File: src/rtl/hm_ecc_pkg.sv
package hm_ecc_pkg;

  localparam int CODE_W = 24;
  localparam int PACK_W = 28;
  localparam int PAIRS  = 12;
  localparam int BYTE_W = 9;
  localparam int BIT_W  = 3;

  typedef enum logic [2:0] {
    ST_CLEAN  = 3'd0,
    ST_FIXED  = 3'd1,
    ST_CODE   = 3'd2,
    ST_UNCORR = 3'd3,
    ST_ERASED = 3'd4
  } hmStatus_e;

  typedef struct packed {
    logic capture;
    logic clearCount;
  } hmCtl_t;

  // Repack three code bytes with byte 2 split into nibbles.
  function automatic logic [PACK_W-1:0] packCode(input logic [CODE_W-1:0] code);
    return {code[23:20], code[15:8], 4'b0000, code[19:16], code[7:0]};
  endfunction

endpackage

File: src/rtl/hm_ecc_datapath.sv
module hm_ecc_datapath
  import hm_ecc_pkg::*;
#(
  parameter int MAX_BLOCKS = 4,
  parameter int IDX_W      = 2,
  parameter int CNT_W      = 3
) (
  input  logic                clk,
  input  logic                rstN,
  input  hmCtl_t              ctl,
  input  logic [IDX_W-1:0]    blockIdx,
  input  logic [CODE_W-1:0]   storedCode,
  input  logic [CODE_W-1:0]   calcCode,
  output hmStatus_e           curStatus,
  output logic                resValid,
  output hmStatus_e           resStatus,
  output logic [IDX_W-1:0]    resBlock,
  output logic                fixEn,
  output logic [BYTE_W-1:0]   fixByte,
  output logic [BIT_W-1:0]    fixBit,
  output logic [CNT_W-1:0]    pageFixCount
);

  logic [PACK_W-1:0] diffPk;
  logic [CODE_W-1:0] diffC;
  logic [PAIRS-1:0]  pairOk;
  logic [PAIRS-1:0]  addrBits;
  logic              isErased;

  assign diffPk   = packCode(storedCode) ^ packCode(calcCode);
  assign diffC    = {diffPk[27:16], diffPk[11:0]};
  assign isErased = (storedCode == {CODE_W{1'b1}});

  for (genvar k = 0; k < PAIRS; k++) begin : gPair
    assign pairOk[k]   = diffC[2*k] ^ diffC[2*k+1];
    assign addrBits[k] = diffC[2*k+1];
  end

  always_comb begin
    if (diffC == '0)                   curStatus = ST_CLEAN;
    else if (isErased)                 curStatus = ST_ERASED;
    else if ($countones(diffC) == 1)   curStatus = ST_CODE;
    else if (&pairOk)                  curStatus = ST_FIXED;
    else                               curStatus = ST_UNCORR;
  end

  always_ff @(posedge clk) begin
    if (!rstN) begin
      resValid     <= 1'b0;
      resStatus    <= ST_CLEAN;
      resBlock     <= '0;
      fixEn        <= 1'b0;
      fixByte      <= '0;
      fixBit       <= '0;
      pageFixCount <= '0;
    end else begin
      resValid <= ctl.capture;
      if (ctl.capture) begin
        resStatus <= curStatus;
        resBlock  <= blockIdx;
        fixEn     <= (curStatus == ST_FIXED);
        fixByte   <= (curStatus == ST_FIXED) ? addrBits[11:3] : '0;
        fixBit    <= (curStatus == ST_FIXED) ? addrBits[2:0] : '0;
      end else begin
        fixEn <= 1'b0;
      end
      if (ctl.clearCount)
        pageFixCount <= '0;
      else if (ctl.capture && (curStatus == ST_FIXED || curStatus == ST_CODE))
        pageFixCount <= pageFixCount + CNT_W'(1);
    end
  end

  // equal codes give a clean, uncorrected result
  p_clean_r1: assert property (@(posedge clk) disable iff (!rstN)
    ctl.capture && (storedCode == calcCode) |=> (resStatus == ST_CLEAN) && !fixEn);

  // an all-ones stored code is never corrected
  p_erased_nofix_r5: assert property (@(posedge clk) disable iff (!rstN)
    ctl.capture && (storedCode == {CODE_W{1'b1}}) && (storedCode != calcCode)
      |=> (resStatus == ST_ERASED) && !fixEn);

  // count stays within the page size
  p_count_bound_r8: assert property (@(posedge clk) disable iff (!rstN)
    pageFixCount <= CNT_W'(MAX_BLOCKS));

endmodule

File: src/rtl/hm_ecc_ctrl.sv
module hm_ecc_ctrl
  import hm_ecc_pkg::*;
#(
  parameter int MAX_BLOCKS = 4,
  parameter int IDX_W      = 2
) (
  input  logic             clk,
  input  logic             rstN,
  input  logic             pageStart,
  input  logic             longPage,
  input  logic             blockValid,
  input  hmStatus_e        curStatus,
  output hmCtl_t           ctl,
  output logic [IDX_W-1:0] blockIdx,
  output logic             pageDone,
  output logic             pageFail
);

  logic             active;
  logic             multi;
  logic [IDX_W-1:0] lastIdx;

  assign lastIdx        = multi ? IDX_W'(MAX_BLOCKS - 1) : '0;
  assign ctl.capture    = active && blockValid && !pageStart;
  assign ctl.clearCount = pageStart;

  always_ff @(posedge clk) begin
    if (!rstN) begin
      active   <= 1'b0;
      multi    <= 1'b0;
      blockIdx <= '0;
      pageDone <= 1'b0;
      pageFail <= 1'b0;
    end else begin
      pageDone <= 1'b0;
      pageFail <= 1'b0;
      if (pageStart) begin
        active   <= 1'b1;
        multi    <= longPage;
        blockIdx <= '0;
      end else if (ctl.capture) begin
        if (curStatus == ST_UNCORR) begin
          active   <= 1'b0;
          pageDone <= 1'b1;
          pageFail <= 1'b1;
        end else if (blockIdx == lastIdx) begin
          active   <= 1'b0;
          pageDone <= 1'b1;
        end else begin
          blockIdx <= blockIdx + IDX_W'(1);
        end
      end
    end
  end

  // strobes outside a page never close one
  p_idle_ignored_r10: assert property (@(posedge clk) disable iff (!rstN)
    !active && !pageStart && blockValid |=> !pageDone);

  // after an abort, further strobes stay unanswered
  p_abort_closes_r9: assert property (@(posedge clk) disable iff (!rstN)
    pageFail && !pageStart |-> !ctl.capture);

endmodule

File: src/rtl/hm_ecc_corrector.sv
module hm_ecc_corrector
  import hm_ecc_pkg::*;
#(
  parameter int MAX_BLOCKS = 4
) (
  input  logic        clk,
  input  logic        rstN,
  input  logic        pageStart,
  input  logic        longPage,
  input  logic        blockValid,
  input  logic [23:0] storedCode,
  input  logic [23:0] calcCode,
  output logic        resValid,
  output logic [2:0]  resStatus,
  output logic [1:0]  resBlock,
  output logic        fixEn,
  output logic [8:0]  fixByte,
  output logic [2:0]  fixBit,
  output logic        pageDone,
  output logic        pageFail,
  output logic [2:0]  pageFixCount
);

  localparam int IDX_W = (MAX_BLOCKS > 1) ? $clog2(MAX_BLOCKS) : 1;
  localparam int CNT_W = $clog2(MAX_BLOCKS + 1);

  hmCtl_t            ctl;
  hmStatus_e         curStatus;
  hmStatus_e         statusQ;
  logic [IDX_W-1:0]  blockIdx;
  logic [IDX_W-1:0]  blockQ;
  logic [CNT_W-1:0]  countQ;

  hm_ecc_ctrl #(.MAX_BLOCKS(MAX_BLOCKS), .IDX_W(IDX_W)) i_ctrl (
    .clk(clk), .rstN(rstN), .pageStart(pageStart), .longPage(longPage),
    .blockValid(blockValid), .curStatus(curStatus), .ctl(ctl),
    .blockIdx(blockIdx), .pageDone(pageDone), .pageFail(pageFail)
  );

  hm_ecc_datapath #(.MAX_BLOCKS(MAX_BLOCKS), .IDX_W(IDX_W), .CNT_W(CNT_W)) i_dp (
    .clk(clk), .rstN(rstN), .ctl(ctl), .blockIdx(blockIdx),
    .storedCode(storedCode), .calcCode(calcCode), .curStatus(curStatus),
    .resValid(resValid), .resStatus(statusQ), .resBlock(blockQ),
    .fixEn(fixEn), .fixByte(fixByte), .fixBit(fixBit), .pageFixCount(countQ)
  );

  assign resStatus    = statusQ;
  assign resBlock     = 2'(blockQ);
  assign pageFixCount = 3'(countQ);

  // a failed page is closed by an uncorrectable result
  p_fail_with_uncorr_r4: assert property (@(posedge clk) disable iff (!rstN)
    pageFail |-> pageDone && resValid && (statusQ == ST_UNCORR));

  // page completion always accompanies a block result
  p_done_with_result_r6: assert property (@(posedge clk) disable iff (!rstN)
    pageDone |-> resValid);

  // a correction request only comes with a fixed status
  p_fix_status_r2: assert property (@(posedge clk) disable iff (!rstN)
    fixEn |-> resValid && (statusQ == ST_FIXED));

endmodule

File: config.mk
export PLATFORM = sky130hd
export DESIGN_NAME = hm_ecc_corrector
export DESIGN_NICKNAME = d
export VERILOG_FILES = /design/src/rtl/hm_ecc_pkg.sv /design/src/rtl/hm_ecc_datapath.sv /design/src/rtl/hm_ecc_ctrl.sv /design/src/rtl/hm_ecc_corrector.sv
export SDC_FILE = /design/constraint.sdc
export NUM_CORES = 1
export LEC_CHECK = 0
export BUFFER_PORTS_ARGS = -buffer_cell sky130_fd_sc_hd__buf_2
export CAP_MARGIN = 20
export CORE_ASPECT_RATIO = 1.25
export CORE_MARGIN = 3
export CORE_UTILIZATION = 31
export CTS_CLUSTER_SIZE = 16
export DETAILED_ROUTE_END_ITERATION = 16
export REMOVE_ABC_BUFFERS = 1
export SLEW_MARGIN = 20
export SYNTH_ARGS = -nofsm -noshare
export SYNTH_HDL_FRONTEND = slang
export SYNTH_HIERARCHICAL = 1
export SYNTH_SLANG_ARGS = --single-unit
export TNS_END_PERCENT = 20
File: constraint.sdc
create_clock -name clk -period 6.57 [get_ports clk]
set_clock_uncertainty 0.15 [all_clocks]
set_input_delay 0 -clock clk [delete_from_list [all_inputs] [get_ports clk]]
set_output_delay 0 -clock clk [all_outputs]
set_load 0.005 [all_outputs]
==> run_results.csv <==
group,metric,value,unit
setup_path,slowest_delay,0.54,ns
logic_synthesis,seq_area_frac_synth,0.2642,
routing,totalWireLength,5079,um
floorplan,ioPinCount,77,
logic_synthesis,synth_edf_count,0,
logic_synthesis,synthTopCellsByCount,"dfxtp_1 (28), nand2_1 (22), ha_1 (20), xnor2_1 (20), inv_1 (19)",
timing,fmax,0.1843,GHz
floorplan,die_w,80,um
finish,areaGrowthSynthToFinish,32.90,%
clock_network,cts_tree,"yes",
timing,drv_slew,0,
finish,regArea,560.5,um2
timing,finalSetupViolations,0,
pwr,power,860.3,uW
finish,fin_util,0.4269,
logic_synthesis,syn_area,2122,um2
pwr,p_leak,1.319,nW
clock_network,clock_latency,0.27,ns
job,maxCapViolCount,0,
clock_network,clk_pin_slew,0.10,ns
setup_path,path_cells,"dlygate4sd3_1, buf_2, xnor2_1, fa_1, fa_1, fa_1, fa_1, inv_1, fa_1, ha_1, fa_1, nor4_1, and2_0, a21oi_2, and2b_1, and3b_1, a2111oi_2, nor3_1",
global_routing,grt_max_degree,17,
clock_network,cts_buffers,3,
pwr,p_per_area,305.1,nW/um2
routing,wire_per_inst,12.89,um
setup_path,crit_top_cell,"fa_1",
global_routing,antenna_found_initial,0,
outcome,violations,"hold timing",
logic_synthesis,synth_top_cell_area_share,0.2642,
global_routing,grt_pass1_vias,1927,
floorplan,num_rows,33,
routing,drtIter0Drc,91,
routing,drtPass1Iterations,4,
min_path,min_path_type,"input port to register",
setup_path,crit_arrival,5.44,ns
floorplan,die_area,7880,um2
logic_synthesis,synth-main-ff-cell,"dfxtp_1",
floorplan,floorplan.initialDensity,0.3212,
logic_synthesis,async_flop_share,0,
finish,nets,398,
timing,hold_viol_final,3,
timing,slew_headroom,0.3529,
global_routing,track_usage,0.1381,
outcome,status,"complete, but fails checks",
finish,drive_gt1_frac,0.3225,
logic_synthesis,ys_ff_latch,28,
setup_path,critPathSlowestCell,"dlygate4sd3_1",
logic_synthesis,yosysWarnings,6,
routing,vias,1797,
clock_network,clockBufferDepth,2,
place,hpwl,4333,um
setup_path,cp_max_fo,3,
clock_network,clkSinkCount,28,
logic_synthesis,synth_largest_area_cell,"dfxtp_1",
timing,fin_crit_sh,0.8257,
logic_synthesis,synth_most_common_cell,"dfxtp_1",
routing,via_per_inst,4.561,
global_routing,overflow,0,
finish,fill_cells,676,
place,portBuffers,76,
routing,remaining_drc_errors,0,
setup_path,crit_path_end_kind,"register",
setup_path,worstSetupPathType,"input port to register",
setup_path,required,6.59,ns
clock_network,post_cts_buffers,0,
place,place_congestion,0.8564,
setup_path,cp-start-kind,"input port",
global_routing,grt_pass1_wl,8818,um
timing,fin_setup_tns,0,ns
timing,worstMarginPinSlew,0.9686,ns
timing,grt_setup_unrepaired,"no",
timing,whs,-0.009236,ns
logic_synthesis,netlist_instances,214,
floorplan,fp.coreArea,6606,um2
timing,period_needed,5.425,ns
clock_network,cts_root_buffer,"clkbuf_8",
finish,num_antenna_cells,0,
routing,detail-route-antenna-nets,0,
logic_synthesis,netlist_top_cells_area,"dfxtp_1 (26%), fa_1 (16%), ha_1 (12%)",
clock_network,htreeDepth,1,
logic_synthesis,ys_types,41,
floorplan,die_h,98.50,um
finish,multi_input_area,1464,um2
logic_synthesis,synth.avg_cell_area,9.916,um2
pwr,ir_drop,166.8,uV
[routing by layer]
layer	share of wire	vias up	GRT usage
li1	-	906	-
met1	0.42	839	0.1836
met2	0.51	48	0.2372
met3	0.054	4	0.01005
met4	0.014	0	0.04161
met5	0	-	0
[report_power, final]
group | internal (mW) | switching (mW)
combinational | 0.253 | 0.297
sequential | 0.173 | 0.00217
clock | 0.0816 | 0.0539
total | 0.507 | 0.353
[worst paths after layout]
path / slack (ns) / end / start / cells after the start
max: 1.14 / i_ctrl/blockIdx[0] / calcCode[17] / 18
min: -0.009 / i_dp/fixByte[2] / calcCode[19] / 3
max reg2reg: 4.70 / i_ctrl/multi / i_ctrl/multi / 4
min reg2reg: 0.30 / i_dp/fixByte[7] / i_dp/fixByte[7] / 2
[per-stage QoR]
step / hold WS, ns / setup WS (ns) / cells / cell area [um2]
global route: 0.01867 / 0.8676 / 394 / 2820
finish: -0.009236 / 1.145 / 394 / 2820
CTS: 0.002451 / 1.149 / 394 / 2820
global placement: 0.1138 / 1.324 / 374 / 2589
detailed placement: 0.1247 / 1.282 / 374 / 2589
floorplan: -0.02183 / 1.648 / 211 / 2100
[placed cells by master (no fill, tap or decap), types with 2 or more instances in the layout]
master / instances
dlygate4sd3_1: 16
ha_1: 20
fa_1: 17
o21ai_0: 7
nor2b_1: 7
dfxtp_1: 28
a21oi_2: 2
nand4_1: 13
xnor2_1: 20
buf_2: 76
a21oi_1: 3
nand3_1: 2
nor3_1: 3
nor4_1: 2
o21ai_2: 9
nand2_1: 22
xor2_1: 4
or3_1: 2
mux2i_1: 5
clkbuf_8: 3
nor2_1: 3
inv_1: 19
and2_1: 2
nand2b_1: 4
[sequential cells by signal, summed over array words and instances, names as in the netlist]
signal             count
i_ctrl/active          1
i_ctrl/pageDone        1
i_dp/fixBit            3
i_dp/fixEn             1
i_dp/fixByte           9
i_ctrl/pageFail        1
i_dp/resBlock          2
i_ctrl/blockIdx        2
i_ctrl/multi           1
i_dp/resValid          1
i_dp/resStatus         3
i_dp/pageFixCount      3
[what timing repair did]
item | 4_1_cts | 5_1_grt
endpoints found under the setup margin | 0 | 0
hold buffers | 16 | 0
endpoints found under the hold margin | 16 | 0
resized for setup | 0 | 0
[final cells by class]
cell class / count / area share
multi-input cells: 163 / 0.5191
flip-flops and latches: 28 / 0.1988
repair buffers: 92 / 0.1917
well taps: 87 / 0.03860
inverters: 20 / 0.02662
clock buffers: 3 / 0.01464
clock inverters: 1 / 0.01065
[cell families after synthesis]
kind of cell,after synthesis,synth area share
AOI/OAI and AO/OA,28,0.09906
xor gates and xnor gates,24,0.09906
adders and majority gates,37,0.2783
buffers and inverters,23,0.04599
DFF,28,0.2642
muxes,5,0.02359
and+or+nand+nor,69,0.1899
[worst max-delay path, delay by kind of cell]
family	cells	cell delay (ns)
AO/OA/AOI/OAI	2	0.41
XOR/XNOR	1	0.34
AND/OR/NAND/NOR	5	0.70
adder cells (fa/ha/maj)	7	3.26
buffers and inverters	3	0.72
Note: power is estimated with default switching activity, not from simulation.
